`config.mk`:
```
export PLATFORM = sky130hd
export DESIGN_NAME = wrr_nested_sched
export DESIGN_NICKNAME = d
export VERILOG_FILES = /design/src/rtl/nsched_pkg.sv /design/src/rtl/nsched_slots.sv /design/src/rtl/nsched_pick.sv /design/src/rtl/nsched_grant.sv /design/src/rtl/wrr_nested_sched.sv
export SDC_FILE = /design/constraint.sdc
export NUM_CORES = 1
export LEC_CHECK = 0
export CORE_ASPECT_RATIO = 0.75
export CORE_UTILIZATION = 45
export CTS_CLUSTER_DIAMETER = 150
export DETAILED_ROUTE_END_ITERATION = 16
export DONT_BUFFER_PORTS = 1
export PLACE_DENSITY = 0.71
export SLEW_MARGIN = 20
export SYNTH_ARGS = -nofsm -noshare
export SYNTH_HDL_FRONTEND = slang
export SYNTH_SLANG_ARGS = --single-unit
export TNS_END_PERCENT = 10
```
`constraint.sdc`:
```
create_clock -name clk -period 3.95 [get_ports clk]
set_clock_uncertainty 0.15 [all_clocks]
set_input_delay 0.1975 -clock clk [delete_from_list [all_inputs] [get_ports clk]]
set_output_delay 0.1975 -clock clk [all_outputs]
set_load 0.01 [all_outputs]
```
`src/rtl/nsched_pkg.sv`:
```
package nsched_pkg;
   localparam int unsigned NQ_DEF = 4;
   localparam int unsigned WW_DEF = 4;
   localparam int unsigned NQ_MAX = 16;
   localparam int unsigned WW_MAX = 8;
endpackage

```
`src/rtl/nsched_slots.sv`:
```
module nsched_slots #(
   parameter int unsigned NQ = nsched_pkg::NQ_DEF,
   parameter int unsigned WW = nsched_pkg::WW_DEF,
   localparam int unsigned NL = NQ - 1,
   localparam int unsigned CW = NL * WW
) (
   input  logic          clk,
   input  logic          rst_n,
   input  logic          adv,
   input  logic [CW-1:0] cfg_w,
   output logic [NQ-1:0] sched
);
   logic [WW-1:0] cnt_q   [NL];
   logic [WW-1:0] cnt_nxt [NL];
   logic [WW-1:0] wact_q  [NL];
   logic [WW-1:0] w_eff   [NL];
   logic [NL-1:0] below;
   logic          round_start;

   // round boundary: every level counter back at zero
   always_comb begin
      round_start = 1'b1;
      for (int i = 0; i < NL; i++) begin
         if (cnt_q[i] != '0) round_start = 1'b0;
      end
   end

   genvar gl;
   generate
      for (gl = 0; gl < NL; gl++) begin : g_lvl
         assign w_eff[gl] = round_start ? cfg_w[gl*WW +: WW] : wact_q[gl];
         assign below[gl] = (cnt_q[gl] < w_eff[gl]);

         always_ff @(posedge clk) begin
            if (!rst_n) begin
               cnt_q[gl]  <= '0;
               wact_q[gl] <= '0;
            end else if (adv) begin
               cnt_q[gl]  <= cnt_nxt[gl];
               wact_q[gl] <= w_eff[gl];
            end
         end
      end
   endgenerate

   // owner of current slot: first level still below its weight
   always_comb begin
      logic found;
      sched = '0;
      found = 1'b0;
      for (int i = 0; i < NL; i++) begin
         if (!found && below[i]) begin
            sched[i] = 1'b1;
            found    = 1'b1;
         end
      end
      if (!found) sched[NQ-1] = 1'b1;
   end

   // ripple carry through the nested levels
   always_comb begin
      logic carry;
      carry = 1'b1;
      for (int i = 0; i < NL; i++) begin
         cnt_nxt[i] = cnt_q[i];
         if (carry) begin
            if (below[i]) begin
               cnt_nxt[i] = cnt_q[i] + WW'(1);
               carry      = 1'b0;
            end else begin
               cnt_nxt[i] = '0;
            end
         end
      end
   end
endmodule

```
`src/rtl/nsched_pick.sv`:
```
module nsched_pick #(
   parameter int unsigned NQ = nsched_pkg::NQ_DEF
) (
   input  logic [NQ-1:0] sched,
   input  logic [NQ-1:0] ready,
   output logic [NQ-1:0] choice
);
   logic [NQ-1:0] lowest;

   always_comb begin
      logic hit;
      lowest = '0;
      hit    = 1'b0;
      for (int i = 0; i < NQ; i++) begin
         if (!hit && ready[i]) begin
            lowest[i] = 1'b1;
            hit       = 1'b1;
         end
      end
   end

   assign choice = ((sched & ready) != '0) ? sched : lowest;
endmodule

```
`src/rtl/nsched_grant.sv`:
```
module nsched_grant #(
   parameter int unsigned NQ = nsched_pkg::NQ_DEF
) (
   input  logic          clk,
   input  logic          rst_n,
   input  logic          frame_done,
   input  logic          any_ready,
   input  logic [NQ-1:0] choice,
   output logic          issue,
   output logic [NQ-1:0] grant
);
   logic idle;

   assign idle  = (grant == '0);
   assign issue = (idle || frame_done) && any_ready;

   always_ff @(posedge clk) begin
      if (!rst_n)          grant <= '0;
      else if (issue)      grant <= choice;
      else if (frame_done) grant <= '0;
   end
endmodule

```
`src/rtl/wrr_nested_sched.sv`:
```
module wrr_nested_sched #(
   parameter int unsigned NQ = nsched_pkg::NQ_DEF,
   parameter int unsigned WW = nsched_pkg::WW_DEF,
   localparam int unsigned CW = (NQ - 1) * WW
) (
   input  logic          clk,
   input  logic          rst_n,
   input  logic [NQ-1:0] q_ready,
   input  logic [CW-1:0] weight_cfg,
   input  logic          frame_done,
   output logic [NQ-1:0] grant
);
   generate
      if (NQ < 2 || NQ > nsched_pkg::NQ_MAX) begin : g_bad_nq
         $error("wrr_nested_sched: NQ out of range");
      end
      if (WW < 1 || WW > nsched_pkg::WW_MAX) begin : g_bad_ww
         $error("wrr_nested_sched: WW out of range");
      end
   endgenerate

   logic [NQ-1:0] sched;
   logic [NQ-1:0] choice;
   logic          issue;

   nsched_slots #(.NQ(NQ), .WW(WW)) slots_i (
      .clk   (clk),
      .rst_n (rst_n),
      .adv   (issue),
      .cfg_w (weight_cfg),
      .sched (sched)
   );

   nsched_pick #(.NQ(NQ)) pick_i (
      .sched  (sched),
      .ready  (q_ready),
      .choice (choice)
   );

   nsched_grant #(.NQ(NQ)) grant_i (
      .clk        (clk),
      .rst_n      (rst_n),
      .frame_done (frame_done),
      .any_ready  (q_ready != '0),
      .choice     (choice),
      .issue      (issue),
      .grant      (grant)
   );
endmodule

```
Yosys cells after proc, flatten, opt, wreduce, memory -nomap -nowiden:

Memory sizes are Yosys's and may differ from the RTL's.
Index checks and enable logic that the tools add are counted.

* memories kept: 2
* memory bits (writable): 24
* output and inout port bits: 4
* input port bits: 19
* register bits after elaboration: 4
* logic and storage cells: 74

* multiplexer cells: 39
* reductions and logical operators: 19
* add/subtract/negate cells: 3
* bitwise logic cells: 7
* $lt $le $gt $ge: 3

Memory list
* slots_i.cnt_q: depth 3, width 4, read ports 3, clocked after memory_dff 0, write ports 3, line nsched_slots.sv:13 `logic [WW-1:0] cnt_q [NL];`
* slots_i.wact_q: depth 3, width 4, read ports 3, clocked after memory_dff 0, write ports 3, line nsched_slots.sv:15 `logic [WW-1:0] wact_q [NL];`

Operators with widths (count)
* 2-to-1 mux 4 bit: 17
* 2-to-1 mux 1 bit: 22
* nonzero test 4 bit: 5
* adder 4 x 1 -> 4 bit (second input constant): 3
* less-than comparator 4 bit: 3
* logical AND 1 bit: 6
* bitwise OR 1 bit: 6
* logical NOT 1 bit: 5
* bitwise AND 4 bit: 1
* logical NOT 4 bit: 1
* nonzero test 2 bit: 1
* logical OR 1 bit: 1

Depth between registers and ports, before layout:

Gate-level depths: netlist of the first run.

* word-level depth: 18
* gate-level depth with buffers: 14

Cells and area by module:

A second synthesis of the first run with hierarchy kept.

* cell total of the unflattened synthesis: 162
* area, all modules: 1769.2 µm²

By module, submodules not included
* nsched_slots: area an instance 1508.9 µm², instances 1, cells an instance 129, sequential area each 720.7 µm²
* nsched_grant: area an instance 163.9 µm², instances 1, cells an instance 20, sequential area each 80.1 µm²
* nsched_pick: area an instance 88.8 µm², instances 1, cells an instance 12, sequential area each 0.0 µm²
* wrr_nested_sched: area an instance 7.5 µm², instances 1, cells an instance 1, sequential area each 0.0 µm²

Worst setup path after synthesis of the first run:

No wires, ideal clock.

* path type: register -> register
* from: mem slots_i.cnt_q[1][2] (netlist bit)
* to: mem slots_i.cnt_q[2][0] (netlist bit) (enable)
* cell stages (with the launch flop): 11
* buffers on the path: 1
* library setup time: 361 ps
* clock period less this slack: 3490 ps
* required time: 3439 ps
* slack: 460 ps
* arrival time: 2979 ps
* cells stage by stage: edfxtp_1 or4_4 or3_2 buf_2 mux2i_1 ha_1 o21a_1 o21a_1 o221a_2 nand2_1 o21ai_0

RTL lines (line)
* from (decl): nsched_slots.sv:13

==> impl_metrics.toml, run 1 <==
[logic_synthesis]
synth-seq-cells = 28
synth_fa_ha_area_share_pct = 10.2
synth_nets = 218
yosysTopAreaCellShare_pct = 39.1
synth_edf_count = 24
synthMuxAreaShare_pct = 6.59
ys_seq_area_share_pct = 43.4
synth_most_common_cell = "nor2_1"
syn_area_um2 = 1840
synth_top_family_by_area = "simple AND/OR/NAND/NOR gates"
synth_compound_area_share_pct = 13.4
ys_types = 41
synth_common_cells = "nor2_1 (29), edfxtp_1 (24), ha_1 (15)"
synth_largest_area_cell = "edfxtp_1"
async_reset_ff_share_pct = 0
syn_inst = 184
yosys.area_share.simple_pct = 20.6
avgSynthCellArea_um2 = 10.0
ys_warn_count = 0
synth.area.top_cells = "edfxtp_1 (39%), ha_1 (10%), mux2i_1 (6.0%)"
ys.flop_type = "edfxtp_1"
synth_xor_area_share_pct = 2.85

[critical_path]
cp_data_arrival_time_ns = 3.73
slowest_delay_ns = 0.60
rrSetupSlack_ns = 0.25
crit_required_ns = 3.98
startpoint_type = "register"
worstPathMaxFanout = 10
timing.rr.end = "grant_i.grant[0]"
path_class = "register to register"
reg2reg_depth = 10
timing.rr.start = "slots_i.cnt_q[2][2]"
crit_path_start = "slots_i.cnt_q[2][2]"
crit_path_top_delay_cell = "or4_4"
path_cells = "or4_4 > or3_4 > mux2i_1 > ha_1 > a211o_1 > a21oi_1 > nand4bb_1 > mux2_2 > nand2_1 > a32o_1"
crit_path_end_kind = "register"

[global_routing]
grt_pass1_wl_mm = 6.70
grt-ovfl-total = 0
grt_max_degree = 17
antenna_found_initial = 0
grtUsageTotal_pct = 20.9
grt_pass1_vias = 1517

[min_path]
worstHoldPathType = "input pin to register"
min-delay-start = "weight_cfg[8]"
holdPathStages = 2
hold_end = "slots_i.wact_q[2][0]"

[cells_and_area]
n_fill_cell = 349
fin_util_pct = 53.7
finalNetCount = 227
drive_above_1_share_pct = 7.81
syn_to_final_growth_pct = 10.0
diodes = 0

[timing]
rsz0062_at_grt = "false"
tightestPinTransition_ns = 0.604
setup_tns_ns = 0
finalHoldViolations = 0
fmax_mhz = 270
drv_slew = 0
post-route-period-util_pct = 93.6
min_period_ns = 3.70
relSlewSlack_pct = 59.6
finalSetupViolations = 0

[clocking]
cts.sinks = 28
path_clk_slew_ns = 0.10
clockBufferDepth = 2
cts_buffers = 3
clk_latency_ns = 0.28
cts_tree = "done"
clock-root-buffer = "clkbuf_8"
cts_htree_levels = 1

[floorplanning]
dieArea_um2 = 4360
fp-row-count = 19
pin_count = 23
initial_core_util_pct = 48.8
core_um2 = 3780
die_w_um = 75.9
chipHeight_um = 57.4

[route]
vias_per_cell = 6.03
firstDrtPassIters = 4
routed_wl_mm = 4.22
dr.first_iter.drc_count = 75
drc = 0
wl_per_cell_um = 17.3
dr_total_vias = 1472
detail-route-antenna-nets = 0

[placement]
io_buffers = 0
place_hpwl_mm = 3.21
place_congestion = 0.853

[power]
p_leak_nw = 0.817
irDropWorstVdd_v = 0.000498
p_per_area_nw_per_um2 = 912

[run]
cap_violations = 0

[run_status]
outcome = "finished clean"
==> routing by layer <==
layer / vias to the layer above / track usage [%] / share of wire, %
met3: 10 / 5.65 / 9.4
met2: 65 / 33.5 / 47
met5: - / 0 / 0
li1: 696 / - / -
met4: 0 / 9.26 / 2.3
met1: 701 / 26.4 / 41
==> flip-flops by register name, indices dropped and copies added, names as in the netlist <==
register,cells
slots_i.cnt_q,12
slots_i.wact_q,12
grant_i.grant,4
==> report_power, final <==
part	internal (mW)	leakage, nW	total, mW	switching (mW)
Sequential	0.491	0.303	0.595	0.104
Combinational	0.434	0.478	1.03	0.592
Clock	0.136	0.0357	0.229	0.0927
Total	1.06	0.817	1.85	0.789
==> critical path, delay by kind of cell (launching register included) <==
family / cells / cell delay, ns
mux: 2 / 0.49
simple gates: 4 / 1.38
flops: 1 / 0.49
compound gates: 3 / 0.77
fa+ha+maj: 1 / 0.33
==> stage by stage <==
stage | hold slack [ns] | area [µm²] | cells | setup WS (ns) | power [mW]
global placement | 0.211 | 1920 | 236 | 0.289 | 1.54
finish | 0.0100 | 2030 | 244 | 0.252 | 1.85
CTS | 0.00849 | 2010 | 242 | 0.138 | 1.83
detailed placement | 0.210 | 1920 | 236 | 0.184 | 1.59
global route | 0.0358 | 2030 | 244 | 0.143 | 1.99
floorplan | 0.202 | 1840 | 184 | 0.460 | 1.35
==> cells in the final DEF (no fill, tap or decap), types with 4 or more instances in the layout <==
cell / netlist / routed
mux2i_1: 11 / 11
nand3_1: 7 / 7
o21ai_0: 7 / 6
a21oi_1: 8 / 8
nand2_1: 11 / 11
nor2_1: 29 / 29
edfxtp_1: 24 / 24
ha_1: 15 / 15
nor2b_1: 5 / 5
nor4_1: 4 / 4
buf_4: 0 / 5
dfxtp_1: 4 / 4
inv_1: 11 / 11
nand2b_1: 7 / 7
==> worst max path at each step <==
| stage | end | slack [ns] |
|---|---|---|
| 2_1_floorplan | slots_i.cnt_q[2][0] | 0.46 |
| 3_3_place_gp | grant_i.grant[0] | 0.29 |
| 3_5_place_dp | grant_i.grant[0] | 0.18 |
| 4_1_cts | grant_i.grant[0] | 0.14 |
| 5_1_grt | grant_i.grant[0] | 0.14 |
| 6_report | grant_i.grant[0] | 0.25 |
==> final cells by class <==
type	instances	area [µm²]	area share [%]
Clock buffer	3	41.3	2.04
Clock inverter	1	30.0	1.48
Inverter	11	41.3	2.04
Multi-Input combinational cell	142	992	48.9
Sequential cell	28	801	39.5
Tap cell	52	65.1	3.21
Timing Repair Buffer	7	57.6	2.84
==> timing repair <==
item,CTS,global route
hold buffers,2,0
setup endpoints to repair,0,2
buffers inserted,0,2
gates resized for setup,0,1
hold endpoints to repair,3,0
==> logic make-up after synthesis <==
kind of cell / count (synthesis)
flops: 28
xor+xnor: 6
compound gates: 35
fa+ha+maj: 15
buf+inv: 14
simple gates: 74
mux: 12
No activity file was read; power rests on OpenSTA's default activity.
==> inputs of run 2 (changes only) <==
Settings changed: PLACE_DENSITY 0.71 to 0.67.
Clock period 3.95 ns to 3.92 ns, I/O delays scaled along.
==> run 2 against run 1 <==
  * Wire length is 4.4% lower
  * Maximum frequency shrank 1.2%
  * Via count decreased by 4.7%
  * Die area unchanged
  * Cell area decreased by 0.86%
  * Flip-flop and latch count stayed put
  * Power shrank 3.0%
  * Combinational power about the same
  * Critical path depth is the same
  * Global-route usage shrank 0.11 points
  * Setup slack lost 0.075 ns
  * Critical endpoint unchanged
==> impl_metrics.toml, run 2 (synthesis gave the netlist of run 1 again) <==
[cells_and_area]
fin_area_um2 = 2010
finalNetCount = 227
syn_to_final_growth_pct = 9.10
drive_above_1_share_pct = 7.29
layout_common_cells = "nor2_1 (29), edfxtp_1 (24), ha_1 (15)"
mostFrequentLayoutCell = "nor2_1"
largestRegisters = "slots_i.cnt_q x12, slots_i.wact_q x12, grant_i.grant x4"
diodes = 0

[placement]
dpl-instance-area_um2 = 1930
dp_slack_ns = 0.249
place_hpwl_mm = 3.12
io_buffers = 0
place_congestion = 0.915

[timing]
finalSetupViolations = 0
setup_slack_ns = 0.177
finalHoldViolations = 0
drv_slew = 0
post-route-period-util_pct = 95.5
min_period_ns = 3.74
tightestPinTransition_ns = 0.576
relSlewSlack_pct = 61.5
rsz0062_at_grt = "false"
setup_tns_ns = 0
fmax_mhz = 267

[floorplanning]
core_um2 = 3780
fp-row-count = 19
chipHeight_um = 57.4
initial_core_util_pct = 48.8
dieArea_um2 = 4360
pin_count = 23
die_w_um = 75.9

[min_path]
worstHoldPathType = "input pin to register"
holdPathStages = 2

[route]
routed_wl_mm = 4.04
drc = 0
firstDrtPassIters = 4
detail-route-antenna-nets = 0
wl_per_cell_um = 16.6
m1WireLength_mm = 1.97
top_layer_used = "met4"
wl_met2_mm = 1.91
vias_per_cell = 5.75
dr.first_iter.drc_count = 65
dr_total_vias = 1403
met3WireLength_um = 137

[critical_path]
crit_required_ns = 3.95
worstPathMaxFanout = 10
path_class = "register to register"
startpoint_type = "register"
reg2reg_depth = 10
crit_path_end_kind = "register"
cp_data_arrival_time_ns = 3.77

[run_status]
outcome = "finished clean"

[power]
p_leak_nw = 0.807
totalPowerFinal_mw = 1.79
p_per_area_nw_per_um2 = 893
p_int_mw = 1.02
power.share.clock_pct = 10.2
switchingPower_mw = 0.778
power_frac_comb_pct = 56.3
switching_share_pct = 43.3
seq_power_share_pct = 33.5
irDropWorstVdd_v = 0.000461

[clocking]
clk_latency_ns = 0.28
cts_tree = "done"
cts.sinks = 28
cts_htree_levels = 1
clockBufferDepth = 2
path_clk_slew_ns = 0.10
cts_resized = 0
cts_buffers = 3
clock-root-buffer = "clkbuf_8"

[global_routing]
grt_pass1_vias = 1370
antenna_found_initial = 0
grt_pass1_wl_mm = 6.64
grtUsageTotal_pct = 20.8
grt_max_degree = 17
grt-ovfl-total = 0

[run]
cap_violations = 0
-- run 2: cell count changes in the layout (fill, tap and decap cells not counted) --
cell	before	now
buf_4	5	4
dlygate4sd3_1	2	3
bufinv_16	1	0
or3_4	1	0
or3_2	0	1
clkbuf_8	3	4
-- run 2: timing repair --
action                                 4_1_cts  5_1_grt
hold buffers                                 2        1
endpoints found under the hold margin        3        1
setup buffers                                0        0
-- run 2: critical path, cell delays in order (launching register included) --
cell and delay (ns):
edfxtp_1 0.48, or4_4 0.60, or3_2 0.62, mux2i_1 0.28
ha_1 0.31, a211o_1 0.30, a21oi_1 0.20, nand4bb_1 0.21
mux2_2 0.19, nand2_1 0.05, a32o_1 0.24
-- run 2: metrics by stage --
stage | util, % | hold WS, ns | std cells
after CTS | 52.9 | 0.00303 | 243
after detailed placement | 50.9 | 0.206 | 237
final | 53.2 | 0.0238 | 244
after floorplan | - | 0.200 | 184
after global placement | 50.9 | 0.205 | 237
after global routing | 53.2 | 0.0181 | 244
-- run 2: layer usage --
| layer | vias to the layer above | global-route usage [%] |
|---|---|---|
| met2 | 19 | 33.4 |
| met5 | - | 0 |
| met1 | 683 | 28.4 |
| li1 | 699 | - |
| met4 | 0 | 4.76 |
| met3 | 2 | 5.12 |
-- run 2: worst paths after layout --
check,from,to,slack (ns)
worst max-delay path,slots_i.cnt_q[1][2],grant_i.grant[0],0.18
worst min register to register,grant_i.grant[0],grant_i.grant[0],0.43
worst min-delay path,weight_cfg[4],slots_i.wact_q[1][0],0.02
worst max register to register,slots_i.cnt_q[1][2],grant_i.grant[0],0.18
-- run 2: power by group through the flow --
stage	sequential [mW]	clock (mW)	combinational, mW
after global placement	0.599	0	0.964
after detailed placement	0.606	0	0.995
after floorplan	0.577	0	0.787
after CTS	0.601	0.192	1.00
after global routing	0.615	0.202	1.13
final	0.602	0.183	1.01
-- run 2: final cells by class --
cell class / count / area, µm²
well taps: 52 / 65.1
inverters: 11 / 41.3
multi-input cells: 142 / 988
flip-flops and latches: 28 / 801
repair buffers: 7 / 60.1
clock buffers: 4 / 55.1
fillers: 346 / 1770
==> inputs of run 3 (changes only) <==
Settings changed: GPL_TIMING_DRIVEN set to 0.
==> run 3 against run 2 <==
  * First-iteration DRC count increased by 31%
  * Critical path depth increased by 2
  * Largest cell class unchanged
  * Highest routed layer unchanged
  * Sequential power up 2%
  * Via count increased by 1.5%
  * Cell area is 1.2% higher
  * Critical path type unchanged
  * Setup slack lost 0.012 ns
  * Count of clock-buffer cells in the layout down 1
  * Global-route usage grew 0.97 points
  * Wire length is 6.5% higher
  * Clock power is 26% higher
  * Hold slack lost 0.0078 ns
  * Largest power group unchanged
  * Combinational power is essentially flat
==> impl_metrics.toml, run 3 (synthesis gave the netlist of run 1 again) <==
[global_routing]
grt_pass1_vias = 1467
antenna_found_initial = 0
grt_max_degree = 17
grt_pass1_wl_mm = 7.07
grt-ovfl-total = 0
grtUsageTotal_pct = 21.8

[cells_and_area]
finalNetCount = 226
diodes = 0
syn_to_final_growth_pct = 10.5
fin_cells = 243
layout_common_cells = "nor2_1 (29), edfxtp_1 (24), ha_1 (14)"
mostFrequentLayoutCell = "nor2_1"
drive_above_1_share_pct = 8.38
largestRegisters = "slots_i.cnt_q x12, slots_i.wact_q x12, grant_i.grant x4"

[critical_path]
startpoint_type = "register"
crit_path_end_kind = "register"
cp_data_arrival_time_ns = 3.78
path_class = "register to register"
crit_required_ns = 3.95
worstPathMaxFanout = 10

[floorplanning]
die_w_um = 75.9
fp-row-count = 19
initial_core_util_pct = 48.8
dieArea_um2 = 4360
pin_count = 23
core_um2 = 3780
chipHeight_um = 57.4

[power]
power_frac_comb_pct = 55.3
p_leak_nw = 0.806
seq_power_share_pct = 32.5
power.share.clock_pct = 12.2
switchingPower_mw = 0.818
p_int_mw = 1.07
totalPowerFinal_mw = 1.89
switching_share_pct = 43.3
irDropWorstVdd_v = 0.000535
p_per_area_nw_per_um2 = 927

[route]
routed_wl_mm = 4.30
firstDrtPassIters = 4
dr.first_iter.drc_count = 85
drc = 0
vias_per_cell = 5.86
detail-route-antenna-nets = 0
wl_per_cell_um = 17.7
dr_total_vias = 1424

[timing]
rsz0062_at_grt = "false"
tightestPinTransition_ns = 0.688
finalHoldViolations = 0
post-route-period-util_pct = 95.8
finalSetupViolations = 0
relSlewSlack_pct = 53.7
min_period_ns = 3.76
drv_slew = 0
fmax_mhz = 266

[clocking]
post-cts-setup-buffers = 0
cts.sinks = 28
path_clk_slew_ns = 0.10
cts_buffers = 3
cts_htree_levels = 1
cts_tree = "done"
clk_latency_ns = 0.27
clock-root-buffer = "clkbuf_8"
clockBufferDepth = 2

[placement]
place_hpwl_mm = 3.25
io_buffers = 0
place_congestion = 0.778
numPlacedInstances = 237

[min_path]
worstHoldPathType = "input pin to register"

[run]
cap_violations = 0

[run_status]
outcome = "finished clean"
## run 3: worst max-delay path, cell delays in order, from the launching register on
cell and delay (ns):
edfxtp_1 0.48, or4_4 0.60, or3_2 0.45, buf_2 0.22
mux2i_1 0.17, ha_1 0.24, nand2b_1 0.18, a211o_1 0.27
a21oi_1 0.18, nand4bb_1 0.21, mux2_2 0.19, nand2_1 0.05
a32o_1 0.25
## run 3: layout make-up
class	count	area, µm²
fill	340	1740
multi-input combinational	142	1010
sequential	28	801
tap	52	65.1
clock buffer	3	41.3
inverter	11	41.3
timing repair buffer	3	31.3
clock inverter	1	30.0
buffer	3	12.5
## run 3: routing by layer
layer  share of wire (%)  global-route usage (%)
met3                 6.8                    5.30
met5                   0                       0
met4                0.98                    5.03
met2                  50                    36.3
met1                  42                    28.5
## run 3: per-stage QoR
stage                     area (µm²)  hold WS, ns  util, %  setup slack [ns]  setup TNS [ns]
final                           2040       0.0160     53.9             0.165               0
after global placement          1910        0.202     50.5            0.0934               0
after CTS                       2010       0.0116     53.3            0.0431               0
after floorplan                 1840        0.200        -             0.430               0
after detailed placement        1920        0.211     50.9           -0.0251          -0.100
after global routing            2040       0.0165     53.9            0.0119               0
## run 3: power by group through the flow
stage | registers [mW] | clock network [mW] | logic [mW]
floorplan | 0.577 | 0 | 0.787
global placement | 0.608 | 0 | 0.931
detailed placement | 0.617 | 0 | 0.989
CTS | 0.612 | 0.236 | 1.00
global route | 0.630 | 0.245 | 1.15
finish | 0.613 | 0.230 | 1.04
## run 3: worst paths after layout
| check | depth (start not counted) | start | endpoint | slack (ns) |
|---|---|---|---|---|
| min reg2reg | 1 | grant_i.grant[1] | grant_i.grant[1] | 0.43 |
| max reg2reg | 12 | slots_i.cnt_q[1][2] | grant_i.grant[0] | 0.16 |
| min | 2 | weight_cfg[4] | slots_i.wact_q[1][0] | 0.02 |
| max | 12 | slots_i.cnt_q[1][2] | grant_i.grant[0] | 0.16 |
## run 3: timing repair
action,4_1_cts,5_1_grt
endpoints found under the hold margin,3,0
resized for setup,1,4
endpoints found under the setup margin,4,15
hold buffers,2,0
